===== config.mk =====
export PLATFORM = sky130hd
export DESIGN_NAME = tmr_irq_ctrl
export DESIGN_NICKNAME = d
export VERILOG_FILES = /design/src/rtl/tmr_irq_pkg.sv /design/src/rtl/tmr_irq_decode.sv /design/src/rtl/tmr_irq_flag.sv /design/src/rtl/tmr_irq_ctrl.sv
export SDC_FILE = /design/constraint.sdc
export NUM_CORES = 1
export LEC_CHECK = 0
export BUFFER_PORTS_ARGS = -buffer_cell sky130_fd_sc_hd__buf_2
export CORE_AREA = 2 2 39 41
export CTS_BUF_LIST = sky130_fd_sc_hd__clkbuf_2
export CTS_CLUSTER_SIZE = 25
export DETAILED_ROUTE_END_ITERATION = 10
export DIE_AREA = 0 0 41 43
export HOLD_SLACK_MARGIN = 0.08
export MAX_ROUTING_LAYER = met4
export PLACE_DENSITY = 0.66
export SYNTH_ARGS = -nofsm -noshare
export SYNTH_HDL_FRONTEND = slang
export SYNTH_HIERARCHICAL = 1
export SYNTH_SLANG_ARGS = --single-unit

===== constraint.sdc =====
create_clock -name clk -period 2.7 [get_ports clk]
set_clock_uncertainty 0.05 [all_clocks]
set_input_delay 0.675 -clock clk [delete_from_list [all_inputs] [get_ports clk]]
set_output_delay 0.675 -clock clk [all_outputs]
set_load 0.01 [all_outputs]

===== src/rtl/tmr_irq_pkg.sv =====
package tmr_irq_pkg;
  localparam int SRC_OVF  = 0;
  localparam int SRC_CMPA = 1;
  localparam int SRC_CMPB = 2;
  localparam int NUM_SRC  = 3;

  typedef enum logic [1:0] {
    SEL_NONE = 2'd0,
    SEL_FLAG = 2'd1,
    SEL_MASK = 2'd2
  } reg_sel_e;
endpackage


===== src/rtl/tmr_irq_decode.sv =====
module tmr_irq_decode
  import tmr_irq_pkg::*;
#(
  parameter int ADDR_W = 4,
  parameter logic [ADDR_W-1:0] FLAG_ADDR = 'h8,
  parameter logic [ADDR_W-1:0] MASK_ADDR = 'h9
) (
  input  logic [ADDR_W-1:0] addr,
  input  logic              we,
  output reg_sel_e          sel,
  output logic              flag_wr,
  output logic              mask_wr
);
  always_comb begin
    if (addr == FLAG_ADDR)      sel = SEL_FLAG;
    else if (addr == MASK_ADDR) sel = SEL_MASK;
    else                        sel = SEL_NONE;
  end

  assign flag_wr = we && (sel == SEL_FLAG);
  assign mask_wr = we && (sel == SEL_MASK);
endmodule


===== src/rtl/tmr_irq_flag.sv =====
module tmr_irq_flag (
  input  logic clk,
  input  logic rst_n,
  input  logic set_i,
  input  logic clr_i,
  output logic q
);
  // a set in the same cycle as a clear keeps the flag, so no event is lost
  always_ff @(posedge clk or negedge rst_n) begin
    if (!rst_n)     q <= 1'b0;
    else if (set_i) q <= 1'b1;
    else if (clr_i) q <= 1'b0;
  end
endmodule


===== src/rtl/tmr_irq_ctrl.sv =====
module tmr_irq_ctrl
  import tmr_irq_pkg::*;
#(
  parameter int ADDR_W = 4,
  parameter int DATA_W = 8,
  parameter int NSRC   = NUM_SRC,
  parameter logic [ADDR_W-1:0] FLAG_ADDR = 'h8,
  parameter logic [ADDR_W-1:0] MASK_ADDR = 'h9
) (
  input  logic              clk,
  input  logic              rst_n,
  input  logic [ADDR_W-1:0] bus_addr,
  input  logic              bus_we,
  input  logic [DATA_W-1:0] bus_wdata,
  output logic [DATA_W-1:0] bus_rdata,
  input  logic [NSRC-1:0]   evt,
  input  logic [NSRC-1:0]   vec_ack,
  input  logic              glb_ie,
  output logic [NSRC-1:0]   irq
);
  localparam int RSV_W = DATA_W - NSRC;

  reg_sel_e          sel;
  logic              flag_wr;
  logic              mask_wr;
  logic [NSRC-1:0]   flag_q;
  logic [NSRC-1:0]   mask_q;
  logic [NSRC-1:0]   w1c;
  logic [RSV_W-1:0]  unused_hi;

  tmr_irq_decode #(
    .ADDR_W   (ADDR_W),
    .FLAG_ADDR(FLAG_ADDR),
    .MASK_ADDR(MASK_ADDR)
  ) u_decode (
    .addr   (bus_addr),
    .we     (bus_we),
    .sel    (sel),
    .flag_wr(flag_wr),
    .mask_wr(mask_wr)
  );

  assign w1c       = flag_wr ? bus_wdata[NSRC-1:0] : '0;
  assign unused_hi = bus_wdata[DATA_W-1:NSRC];

  for (genvar i = 0; i < NSRC; i++) begin : g_src
    tmr_irq_flag u_flag (
      .clk  (clk),
      .rst_n(rst_n),
      .set_i(evt[i]),
      .clr_i(w1c[i] | vec_ack[i]),
      .q    (flag_q[i])
    );
  end

  always_ff @(posedge clk or negedge rst_n) begin
    if (!rst_n)       mask_q <= '0;
    else if (mask_wr) mask_q <= bus_wdata[NSRC-1:0];
  end

  always_comb begin
    bus_rdata = '0;
    case (sel)
      SEL_FLAG: bus_rdata[NSRC-1:0] = flag_q;
      SEL_MASK: bus_rdata[NSRC-1:0] = mask_q;
      default:  bus_rdata = '0;
    endcase
  end

  assign irq = flag_q & mask_q & {NSRC{glb_ie}};
endmodule


# --- After elaboration in Yosys (flattened, before gate mapping) ---
# Index checks and enable logic that the tools add are counted.
word_totals:
  ff_bits: 6
  input_bits: 22
  wordCells: 28
op_classes:
  eq_ne: 4
  muxes: 10
  bitwise_logic: 5
  n_reduce_logical: 5
ops:
  columns: ["operator", "n"]
  rows:
  - ["4-bit == test (second input constant)", 2]
  - ["3-bit bitwise AND", 2]
  - ["1-bit two-way mux", 6]
  - ["3-bit case mux with 2 select lines", 1]
  - ["2-bit nonzero test", 3]
  - ["2-bit two-way mux", 2]
  - ["3-bit two-way mux", 1]
  - ["1-bit bitwise OR", 3]
  - ["2-bit by 1-bit == test with 1-bit output (second input constant)", 1]
  - ["2-bit == test (second input constant)", 1]
  - ["1-bit logical AND", 2]

# --- Longest topological paths before layout ---
# Gate-level depths: netlist of run 1.
depth:
  depth_word: 9
  mapped_depth: 6
  ltp_nobuf: 6

# --- Hierarchy ---
# The synthesis of run 1 kept the hierarchy.
by_module_without_submodules:
  columns: ["mod", "instances", "cells_each", "area_each_um2"]
  rows:
  - ["tmr_irq_ctrl", 1, 28, 257.7]
  - ["tmr_irq_flag", 3, 3, 36.3]
  - ["tmr_irq_decode", 1, 7, 42.5]

# --- Least setup slack after synthesis of run 1 ---
# OpenSTA, ideal clock, no wires.
synth_timing:
  path_type: "input-to-output"
  start: "input port bus_addr[2]"
  end: "output port bus_rdata[0]"
  arrival_ns: 1.560
  t_required_ns: 1.975
  setup_slack_ns: 0.415
  path_stages: 5
  n_path_buf: 0
  path_cell_list: "nand2b_1 > nor3_1 > inv_1 > ha_1 > nor2_1"
synth_via:
  elab_cells_between_ends: 7
  classes_between: "4 x eq/ne; 3 x mux"
synth_rtl:
  columns: ["item", "line", "source"]
  rows:
  - ["start: declaration", "tmr_irq_ctrl.sv:12", "input logic [ADDR_W-1:0] bus_addr,"]
  - ["4-bit == test (*)", "tmr_irq_decode.sv:15", "if (addr == FLAG_ADDR) sel = SEL_FLAG;"]
  - ["2-bit two-way mux (*)", "tmr_irq_decode.sv:15", null]
  - ["net sel[0]", "tmr_irq_ctrl.sv:23", "reg_sel_e sel;"]
  - ["2-bit == test or 2-bit by 1-bit == test with 1-bit output (tied branches)", "tmr_irq_ctrl.sv:63", "case (sel)"]
  - ["3-bit case mux with 2 select lines (*)", "tmr_irq_ctrl.sv:63", null]
  - ["end: declaration", "tmr_irq_ctrl.sv:15", "output logic [DATA_W-1:0] bus_rdata,"]
# The timed path passes the listed nets; every way through them passes the cells marked *.

# --- Final worst setup path of run 1 ---
layout_timing:
  start: "input port bus_addr[2]"
  end: "output port bus_rdata[1]"
# The elaborated chain is that of the path after synthesis.

==> results.md, run 1 <==
- The run finished with clean final reports.
- The quantity of I/O buffers inserted on ports is 22.
- For this run, the top clock speed supported by timing is 395 MHz.
- The worst-case reg-to-reg path depth is 1.
- The layout cell share with drive strength beyond 1 is 38.2%.
- The endpoint identified for the worst register-to-register timing path is mask_q[0]$_DFFE_PN0P_.
- During I/O placement, the number of pins put on the boundary was 33.
- The number of sinks driven by the clock tree is 6.
- The tightest min-delay check is of the input port to async pin type.
- STA classifies the critical path startpoint as an input port.
- Setup repair after global routing left no endpoint under its margin.
- The number of max-slew violations in the final report is 0.
- The first global-routing pass estimated 1380 microns of wire.
- The sum of routed wire length over all layers is 841 microns.
- Buffers added to address setup during post-CTS repair amount to 0.
- The startpoint identified for the worst register-to-register timing path is mask_q[0]$_DFFE_PN0P_.
- The multi-input gate area in the final layout is 218 sq um.
- The final hold violation count is 0.
- The shortest period the worst path allows is 2.53 ns.
- The static leakage is 0.309 nW.
- Clock-pin slew was measured on the worst setup and hold paths at 0.05 ns.
- Detailed placement finished with a half-perimeter wire length of 703 microns.
- The H-tree depth is 1.
- The count of buffering cells on the critical path with inverters included is 3.
- The maximum cell stage delay along the critical path is 0.23 ns.
- In this run the vertical extent of the chip is 43 microns.
- For flop-to-flop paths, the worst setup slack is 1.86 ns.
- The number of warnings reported in the yosys synthesis log is 6.
- The number of antenna diodes in the final layout is 0.
- In the final routed layout, each cell accounts on average for 10.0 microns.
- The number of DRC markers after the initial detailed-route iteration is 8.
- The power spent charging and discharging nets is 0.0000616 W.
- The critical path's top delay family is simple AND/OR/NAND/NOR gates.
- Dividing total power by cell area gives a power density of 417 mW/mm^2.
- The clock tree from TritonCTS is built.
- In the synthesized netlist, the number of instances is 44.
- The global-route congestion overflow total is 0.
- The post-synthesis to final-layout area growth is 30.0%.
- The largest fanout on the critical path is 3.
- The combinational cell fraction of total power is 22.4%.
- Total power for the finished layout comes to 0.000222 W.
- Dividing the synthesized area by the synthesized cell count gives 9.30 sq um.
- The type of the worst setup path is input port to output pin.
- In the routed design, unresolved DRC markers number 0.
- Using the TritonRoute via totals, the vias-per-cell ratio works out to 4.45.
- The most numerous cell type found on the critical path is buf_2.
- The total of max-cap violations is 0.
- The area after detailed placement is 517 sq um.
- The tree is rooted in a clkbuf_2.
- Per report_power, the clock group accounts for 26.8% of the total.
- The die covers 0.00176 sq mm.
- Entering global routing, the biggest net connects 7 pins.
- The floorplan has 14 rows.
- The total area inside the core boundary comes to 0.00138 sq mm.
- The kind of end point of the critical path is an output pin.
- STA puts the critical path data required time at 1.98 ns.
- The library cell used most frequently in the layout, excluding fill and tap cells, is buf_2.
- The number of gates on the worst path with buffers counted is 8.
- The via count of the first global-routing pass is 368.
- The number of nets still failing antenna checks after routing is 0.
- Across all layers, the routed design uses 374 vias.
- The overall track demand over capacity in global routing is 12.6%.
- Summing all flip-flop and latch instances after layout gives 150 sq um.
- Setup violations remaining at the end of the flow were counted as 0.
- STA puts the critical path data arrival time at 1.81 ns.
- The die is 41 microns wide.
- The number of register bits inferred by synthesis is 6.
- Setup total negative slack on the finished layout was measured at 0 ns.
- In the finished design, the share of the clock period the worst path needs comes to 93.8%.
- After routing the design area is 532 sq um.
- Once the clock tree was built, the resizer swapped 0 gates to a different size.
- Traced cell by cell, the critical path runs through buf_2 > nand2b_1 > nor3_1 > inv_1 > ha_1 > a22oi_1 > nor2_1 > buf_2.
- The initial antenna violation count is 0.
- The total standard cell area after synthesis is 409 sq um.
- The insertion delay of the later-clocked pin in the worst-skew pair is 0.21 ns.
- Synthesis instantiated 14 different standard cells from the library.
- The clock passes through at most 2 buffers.
- OpenSTA, run right after detailed placement, puts the worst setup slack at 0.157 ns.
- The proportion of synthesized chip area in sequential cells is 36.7%.
- After the last flow step, the layout net total stands at 94.
- The fill cell instance count of the final layout is 157.
- After layout, the worst setup slack is 0.168 ns.
- The cell with the largest stage delay on the worst path is ha_1.
- The congestion estimate from routability-driven global placement came to 0.724.
- Of the total power, registers draw 50.8%.
- Once the floorplan was initialized, standard cells occupied 29.6% of the core.
- The worst voltage drop across the vdd grid is 0.192 mV.
- The length of the first detailed-routing pass in iterations is 4.
- In this run, CTS created clock tree buffers numbering 3.
- The internal power summed over all cells is 0.000160 W.
- The library cells used most frequently in the layout, excluding fill and tap cells, are buf_2 (22), a21o_1 (6), dfrtp_1 (6).
- The switching part of the total power is 27.8%.
- After clock tree synthesis, the flow added hold-fix buffers numbering 0.
[power by group through the flow]
stage / combinational (W) / clock [W] / sequential, W
after floorplan: 0.0000333 / 0 / 0.000111
after global placement: 0.0000490 / 0 / 0.000114
after detailed placement: 0.0000501 / 0 / 0.000114
after CTS: 0.0000504 / 0.0000647 / 0.000112
after global routing: 0.0000560 / 0.0000726 / 0.000115
final: 0.0000497 / 0.0000593 / 0.000113
[cells by family after synthesis]
family                     synth area share (%)
buffers and inverters                      13.8
other                                     0.917
adders and majority gates                  6.12
DFF                                        36.7
and+or+nand+nor                            17.7
AOI/OAI and AO/OA                          16.5
muxes                                      8.26
[cell type report]
type                    count  area share [%]
flip-flops and latches      6            28.2
repair buffers             22            20.7
multi-input cells          32            40.9
inverters                   5            3.53
clock buffers               3            2.82
well taps                  16            3.76
[cells in the mapped netlist, drive strengths merged]
library cell	number	area (sq um)
a21o	6	45.0
dfrtp	6	150
buf	5	37.5
inv	5	18.8
nor2	5	18.8
a22oi	3	22.5
and3	3	18.8
mux2	3	33.8
ha	2	25.0
nand2b	2	12.5
nor3	2	15.0
conb	1	3.75
nand3b	1	7.51
[routing by layer]
layer,part of all wire (%),vias to the layer above,GRT usage (%)
met5,0,-,-
met4,0.95,0,12.0
met3,4.5,2,1.57
met2,54,15,18.8
met1,40,169,13.2
li1,-,188,-
[flip-flops by register name, indices dropped and copies added (netlist names)]
register / flops
mask_q: 3
g_src.u_flag/q: 3
[through the flow]
step / utilization (%) / hold slack [ns] / cells
after floorplan: - / 0.329 / 48
after global placement: 37.3 / 0.436 / 81
after detailed placement: 37.3 / 0.437 / 81
after CTS: 38.4 / 0.205 / 84
after global routing: 38.4 / 0.192 / 84
final: 38.4 / 0.221 / 84
[how the worst max path moves through the flow]
stage	startpoint	endpoint
3_5_place_dp	bus_addr[2]	bus_rdata[1]
3_3_place_gp	bus_addr[2]	bus_rdata[1]
6_report	bus_addr[2]	bus_rdata[1]
5_1_grt	bus_addr[2]	bus_rdata[1]
4_1_cts	bus_addr[2]	bus_rdata[1]
2_1_floorplan	bus_addr[2]	bus_rdata[0]
No activity file was read; power rests on OpenSTA's default activity.
==> inputs of run 2 (changes only) <==
- RECOVER_POWER: not set -> 100
==> run 2 against run 1 <==
Against the previous run:
- count of clock-buffer cells in the layout unchanged
- total power decreased by 0.76%
- cell area fell by 2.6%
- routed wire length is 0.12% higher
- via count down 1.3%
- sequential share of layout area rose by 0.75 points
- largest cell class unchanged
- register-to-register slack barely moved
- hold slack better by 0.047 ns
- first-iteration DRC count is 13% lower
- non-clock buffer count unchanged
- combinational power shrank 4%
- setup slack lost 0.0041 ns
==> results.md, run 2 (synthesized netlist as in run 1, its figures left out) <==
- Outcome: finished clean (unchanged).
- The number of max-slew violations in the final report came to 0 (unchanged).
- The required time of the critical path is 1.98 ns (about the same).
- The largest net degree at the start of global routing was 7 (unchanged).
- The first-pass GRT wire length is 1380 microns (unchanged).
- The layout cell share with drive strength beyond 1 was 26.5% (was 38.2%).
- The clock slew at the register clock pins of the worst setup and hold paths is 0.05 ns (about the same).
- The starting density of the core is 29.6% (unchanged).
- The type of the worst setup path is input port to output pin (unchanged).
- The length of the first detailed-routing pass in iterations was 3 (was 4).
- The height of the die was 43 microns (unchanged).
- The type of the most critical hold path is input port to async pin (unchanged).
- The total of max-cap violations is 0 (unchanged).
- The setup violation total in the final timing report is 0 (unchanged).
- The total inserted antenna cells is 0 (unchanged).
- The power spent charging and discharging nets is 0.0000615 W (was 0.0000616 W).
- The startpoint of the most critical register-to-register path is mask_q[0]$_DFFE_PN0P_ (unchanged).
- The placeable core region is 0.00138 sq mm (unchanged).
- The post-detailed-route DRC marker count came to 0 (unchanged).
- The aggregate negative setup slack came to 0 ns (unchanged).
- Most frequent cells in the layout: buf_2 (15), clkbuf_1 (7), a21o_1 (6), dfrtp_1 (6) (was buf_2 (22), a21o_1 (6), dfrtp_1 (6)).
- The fill cell instance count of the final layout is 162 (was 157).
- The worst setup slack for register-to-register paths is 1.86 ns (about the same).
- The number of nets still failing antenna checks after routing came to 0 (unchanged).
- The static leakage is 0.280 nW (was 0.309 nW).
- The share of total power in the clock network is 27.0% (was 26.8%).
- The area of the die came to 0.00176 sq mm (unchanged).
- The number of vias per cell was 4.39 (was 4.45).
- The final critical-path setup slack came to 0.164 ns (was 0.168 ns).
- The total I/O pin count is 33 (unchanged).
- The sum of routed wire length over all layers was 842 microns (was 841 microns).
- The detailed placer's ending HPWL came to 703 microns (unchanged).
- The number of sinks driven by the clock tree is 6 (unchanged).
- The overall track demand over capacity in global routing came to 12.6% (unchanged).
- The timing-limited maximum frequency is 394 MHz (was 395 MHz).
- The global-route congestion overflow total is 0 (unchanged).
- The number of hold buffers added after CTS is 0 (unchanged).
- The most frequent standard cell in the layout excluding fill and tap cells is buf_2 (unchanged).
- The number of DRC markers after the initial detailed-route iteration is 7 (was 8).
- The endpoint of the lowest-slack register-to-register path is mask_q[0]$_DFFE_PN0P_ (unchanged).
- The buffer count from post-CTS setup fixing is 0 (unchanged).
- The number of placement rows was 14 (unchanged).
- The largest fanout on the critical path is 3 (unchanged).
- The total power per unit cell area is 425 mW/mm^2 (was 417 mW/mm^2).
- The routability congestion estimate from global placement is 0.724 (unchanged).
- The combinational cell fraction of total power was 21.7% (was 22.4%).
- The startpoint type of the worst setup path is an input port (unchanged).
- The number of buffers on the longest clock path is 2 (unchanged).
- The H-tree depth came to 1 (unchanged).
- The share of the cycle needed by the critical path after routing is 93.9% (was 93.8%).
- The total number of vias is 369 (was 374).
- The shortest period the worst path allows came to 2.54 ns (was 2.53 ns).
- The switching part of the total power is 28.0% (was 27.8%).
- The insertion delay of the later-clocked pin in the worst-skew pair is 0.21 ns (about the same).
- The worst hold slack across all endpoints is 0.268 ns (was 0.221 ns).
- The clock tree from TritonCTS is built (unchanged).
- Largest registers in the final layout: g_src.u_flag/q x3, mask_q x3 (unchanged).
- The per-cell routed wire length is 10.0 microns (about the same).
- The final hold violation count is 0 (unchanged).
- The buffer type at the clock tree root is clkbuf_2 (unchanged).
- The worst-case setup slack after placement is 0.157 ns (unchanged).
- The worst voltage drop across the vdd grid came to 0.193 mV (was 0.192 mV).
- The initial antenna violation count is 0 (unchanged).
- The arrival time reported for the critical path endpoint came to 1.81 ns (about the same).
- The worst-case reg-to-reg path depth is 1 (unchanged).
- The via count of the first global-routing pass was 368 (unchanged).
- The number of buffers inserted during clock tree synthesis came to 3 (unchanged).
- Setup repair after global routing missed its margin: no (unchanged).
- The power share of the sequential group is 51.3% (was 50.8%).
- The horizontal die dimension was 41 microns (unchanged).
- The number of nets in the final layout was 94 (unchanged).
- The post-synthesis to final-layout area growth is 26.6% (was 30.0%).
- The kind of end point of the critical path is an output pin (unchanged).
- The internal power summed over all cells is 0.000158 W (was 0.000160 W).
- The quantity of I/O buffers inserted on ports was 22 (unchanged).
- The total of cells resized after clock tree synthesis is 0 (unchanged).
[run 2: cell types whose count changed in the layout (fill, tap and decap cells not counted), sizes merged]
cell,change
buf,-7
clkbuf,+7
[run 2: critical path, cell delays in order]
cell      delay, ns
buf_2          0.10
nand2b_1       0.15
nor3_1         0.20
inv_1          0.07
ha_1           0.33
nor2_1         0.13
clkbuf_1       0.16
[run 2: final cells by class]
| type | count | area, sq um | share of cell area (%) |
|---|---|---|---|
| flip-flops and latches | 6 | 150 | 29.0 |
| repair buffers | 22 | 101 | 19.6 |
| inverters | 5 | 18.8 | 3.62 |
| well taps | 16 | 20.0 | 3.86 |
| multi-input cells | 32 | 213 | 41.1 |
| clock buffers | 3 | 15.0 | 2.90 |
[run 2: worst max-delay path by stage]
| stage | from | endpoint | slack, ns | cells after the start |
|---|---|---|---|---|
| floorplan | bus_addr[2] | bus_rdata[0] | 0.41 | 5 |
| finish | bus_addr[2] | bus_rdata[0] | 0.16 | 7 |
| global route | bus_addr[2] | bus_rdata[0] | 0.05 | 7 |
| global placement | bus_addr[2] | bus_rdata[1] | 0.18 | 8 |
| detailed placement | bus_addr[2] | bus_rdata[1] | 0.16 | 8 |
| CTS | bus_addr[2] | bus_rdata[1] | 0.16 | 8 |
[run 2: routing by layer]
metal | vias to the layer above | global-route usage, % | share of wire (%)
met5 | - | - | 0
met4 | 0 | 12.0 | 0.95
met3 | 2 | 1.57 | 4.4
met2 | 13 | 18.8 | 55
met1 | 166 | 13.2 | 40
li1 | 188 | - | -
[run 2: power by group through the flow]
stage	clock (W)	sequential [W]	combinational, W
floorplan	0	0.000111	0.0000333
global placement	0	0.000114	0.0000490
detailed placement	0	0.000114	0.0000501
CTS	0.0000647	0.000112	0.0000504
global route	0.0000726	0.000115	0.0000541
finish	0.0000593	0.000113	0.0000478
[run 2: stage by stage]
stage          cell area [sq um]  util (%)  instances  total power (W)
2_1_floorplan                424         -         48         0.000145
3_3_place_gp                 517      37.3         81         0.000163
3_5_place_dp                 517      37.3         81         0.000164
4_1_cts                      532      38.4         84         0.000228
5_1_grt                      518      37.4         84         0.000241
6_report                     518      37.4         84         0.000220
==> inputs of run 3 (changes only) <==
- CORE_AREA: 2 2 39 41 -> 2 2 40 42
- DIE_AREA: 0 0 41 43 -> 0 0 42 44
- PLACE_DENSITY: 0.66 -> not set
- SYNTH_HIERARCHICAL: 1 -> not set
==> run 3 against run 2 <==
Against the previous run:
- sequential share of layout area increased by 1.8 points
- total power increased by 3.7%
- hold slack improved by 0.010 ns
- sequential cell count unchanged
- non-clock buffer count unchanged
- largest cell class unchanged
==> results.md, run 3 <==
- Outcome: finished clean (unchanged).
- The placeable core region is 0.00142 sq mm (was 0.00138 sq mm).
- The insertion delay of the later-clocked pin in the worst-skew pair was 0.21 ns (about the same).
- The most frequent standard cell in the layout excluding fill and tap cells is buf_2 (unchanged).
- The synthesized area per cell was 10.7 sq um (was 9.30 sq um).
- The largest net degree at the start of global routing is 8 (was 7).
- The total I/O pin count is 33 (unchanged).
- The number of register bits inferred by synthesis came to 6 (unchanged).
- The kind of end point of the critical path was an output pin (unchanged).
- The type of the most critical hold path was input port to async pin (unchanged).
- The portion of synthesized cell area occupied by the leading cell type is 37.9% (was 36.7%).
- The startpoint of the most critical register-to-register path is mask_q[0]$_DFFE_PN0P_ (unchanged).
- The post-detailed-route DRC marker count is 0 (unchanged).
- The total of max-cap violations was 0 (unchanged).
- The gate count of the mapped netlist is 37 (was 44).
- The number of nets still failing antenna checks after routing came to 0 (unchanged).
- The horizontal die dimension is 42 microns (was 41 microns).
- The startpoint type of the worst setup path is an input port (unchanged).
- The quantity of I/O buffers inserted on ports was 22 (unchanged).
- The initial antenna violation count is 0 (unchanged).
- The largest fanout on the critical path is 3 (unchanged).
- The timing-limited maximum frequency was 451 MHz (was 394 MHz).
- The share of the cycle needed by the critical path after routing is 82.2% (was 93.9%).
- The length of the first detailed-routing pass in iterations came to 4 (was 3).
- The total of cells resized after clock tree synthesis was 0 (unchanged).
- The worst voltage drop across the vdd grid is 0.135 mV (was 0.193 mV).
- The number of distinct standard cells referenced by the synthesized netlist is 13 (was 14).
- The routability congestion estimate from global placement is 0.642 (was 0.724).
- The buffer count from post-CTS setup fixing is 0 (unchanged).
- The number of hold buffers added after CTS was 0 (unchanged).
- The number of nets in the final layout is 84 (was 94).
- The required time of the critical path is 1.98 ns (about the same).
- The number of sinks driven by the clock tree was 6 (unchanged).
- The worst-case setup slack after placement is 0.500 ns (was 0.157 ns).
- The number of DRC markers after the initial detailed-route iteration is 1 (was 7).
- The number of warnings reported in the yosys synthesis log came to 0 (was 6).
- The area of the die is 0.00185 sq mm (was 0.00176 sq mm).
- The proportion of synthesized chip area in sequential cells was 37.9% (was 36.7%).
- The number of buffers inserted during clock tree synthesis came to 3 (unchanged).
- The overall track demand over capacity in global routing is 10.7% (was 12.6%).
- The number of buffers on the longest clock path is 2 (unchanged).
- The number of placement rows came to 14 (unchanged).
- The H-tree depth was 1 (unchanged).
- The most used flip-flop cell after synthesis was dfrtp_1 (unchanged).
- The type of the worst setup path is input port to output pin (unchanged).
- Cells taking the most area after synthesis: dfrtp_1 (38%), buf_4 (11%), mux2_4 (11%) (was dfrtp_1 (37%), a21o_1 (11%), buf_4 (9.2%)).
- The number of flops mapped to enable cells by yosys came to 0 (unchanged).
- The endpoint of the lowest-slack register-to-register path is mask_q[0]$_DFFE_PN0P_ (unchanged).
- The final critical-path setup slack is 0.481 ns (was 0.164 ns).
- The clock slew at the register clock pins of the worst setup and hold paths is 0.06 ns (was 0.05 ns).
- The worst setup slack for register-to-register paths was 1.84 ns (was 1.86 ns).
- Setup repair after global routing missed its margin: no (unchanged).
- The worst-case reg-to-reg path depth came to 1 (unchanged).
- The static leakage is 0.259 nW (was 0.280 nW).
- The height of the die was 44 microns (was 43 microns).
- The total inserted antenna cells came to 0 (unchanged).
- The clock tree from TritonCTS is built (unchanged).
- The layout cell share with drive strength beyond 1 is 31.7% (was 26.5%).
- The total number of vias is 337 (was 369).
- The aggregate negative setup slack is 0 ns (unchanged).
- Most frequent cells in the layout: buf_2 (15), clkbuf_1 (7), dfrtp_1 (6) (was buf_2 (15), clkbuf_1 (7), a21o_1 (6), dfrtp_1 (6)).
- The async set-or-reset flop fraction in the synthesized netlist is 100% (unchanged).
- The dominant cell type by area after synthesis was dfrtp_1 (unchanged).
- The sum of routed wire length over all layers was 859 microns (was 842 microns).
- The starting density of the core is 28.0% (was 29.6%).
- The buffer type at the clock tree root is clkbuf_2 (unchanged).
- The arrival time reported for the critical path endpoint is 1.49 ns (was 1.81 ns).
- The post-synthesis to final-layout area growth came to 23.0% (was 26.6%).
- The first-pass GRT wire length was 1390 microns (was 1380 microns).
- Largest registers in the final layout: g_src.u_flag.q x3, mask_q x3 (was g_src.u_flag/q x3, mask_q x3).
- The number of max-slew violations in the final report is 0 (unchanged).
- The number of vias per cell is 4.43 (was 4.39).
- The final hold violation count is 0 (unchanged).
- Most numerous cell types in the synthesized netlist: buf_4 (6), dfrtp_1 (6) (was a21o_1 (6), dfrtp_1 (6), buf_4 (5), inv_1 (5), nor2_1 (5)).
- The setup violation total in the final timing report is 0 (unchanged).
- The shortest period the worst path allows is 2.22 ns (was 2.54 ns).
- The detailed placer's ending HPWL is 695 microns (was 703 microns).
- The total power per unit cell area is 467 mW/mm^2 (was 425 mW/mm^2).
- The global-route congestion overflow total came to 0 (unchanged).
- The via count of the first global-routing pass came to 333 (was 368).
- The per-cell routed wire length is 11.3 microns (was 10.0 microns).
- The total standard cell area after synthesis came to 397 sq um (was 409 sq um).
==> run 3: cell count changes after synthesis, sizes merged, moves of 3 or more <==
cell / delta
a21o: -6
a22oi: -3
a31o: +3
mux2i: +3
==> run 3: layout make-up <==
class                           count  area [sq um]
Fill cell                         160           931
Multi-Input combinational cell     26           190
Sequential cell                     6           150
Timing Repair Buffer               22           101
Tap cell                           16          20.0
Clock buffer                        3          15.0
Inverter                            3          11.3
==> run 3: worst max-delay path, cell delays in order <==
cell,delay (ns)
buf_2,0.10
or3b_1,0.42
nor2_1,0.14
clkbuf_1,0.16
==> run 3: worst max-delay path by stage <==
stage                      from           end  slack, ns  depth (start not counted)
floorplan           bus_addr[2]  bus_rdata[0]       0.71                          2
global placement    bus_addr[2]  bus_rdata[2]       0.50                          4
detailed placement  bus_addr[2]  bus_rdata[1]       0.50                          4
CTS                 bus_addr[2]  bus_rdata[1]       0.50                          4
global route        bus_addr[2]  bus_rdata[2]       0.43                          4
finish              bus_addr[2]  bus_rdata[2]       0.48                          4
==> run 3: cell families after synthesis <==
logic type,count (synthesis),share of synthesized area [%]
flops,6,37.9
simple gates,12,21.5
buf+inv,9,14.2
mux,6,18.9
compound gates,3,6.63
other cells,1,0.945
==> run 3: through the flow <==
step | hold WS, ns | power, W | utilization, % | instances | instance area [sq um]
after floorplan | 0.329 | 0.000158 | - | 41 | 412
after global placement | 0.456 | 0.000176 | 35.0 | 73 | 497
after detailed placement | 0.462 | 0.000178 | 35.0 | 73 | 497
after CTS | 0.216 | 0.000241 | 36.1 | 76 | 512
after global routing | 0.286 | 0.000244 | 34.4 | 76 | 488
final | 0.278 | 0.000228 | 34.4 | 76 | 488
==> run 3: metal layers <==
layer / wire (microns) / vias to the layer above / GRT usage [%]
met5: 0 / - / -
met4: 0 / 0 / 7.74
met3: 61 / 0 / 2.50
met2: 447 / 14 / 15.9
met1: 350 / 158 / 12.8
li1: - / 165 / -
==> run 3: report_power, final <==
group	switching [W]	leakage (nW)	internal [W]	total [W]
logic	0.0000247	0.177	0.0000292	0.0000539
clock network	0.0000306	0.0125	0.0000301	0.0000607
registers	0.00000967	0.0691	0.000104	0.000113
total	0.0000651	0.259	0.000163	0.000228
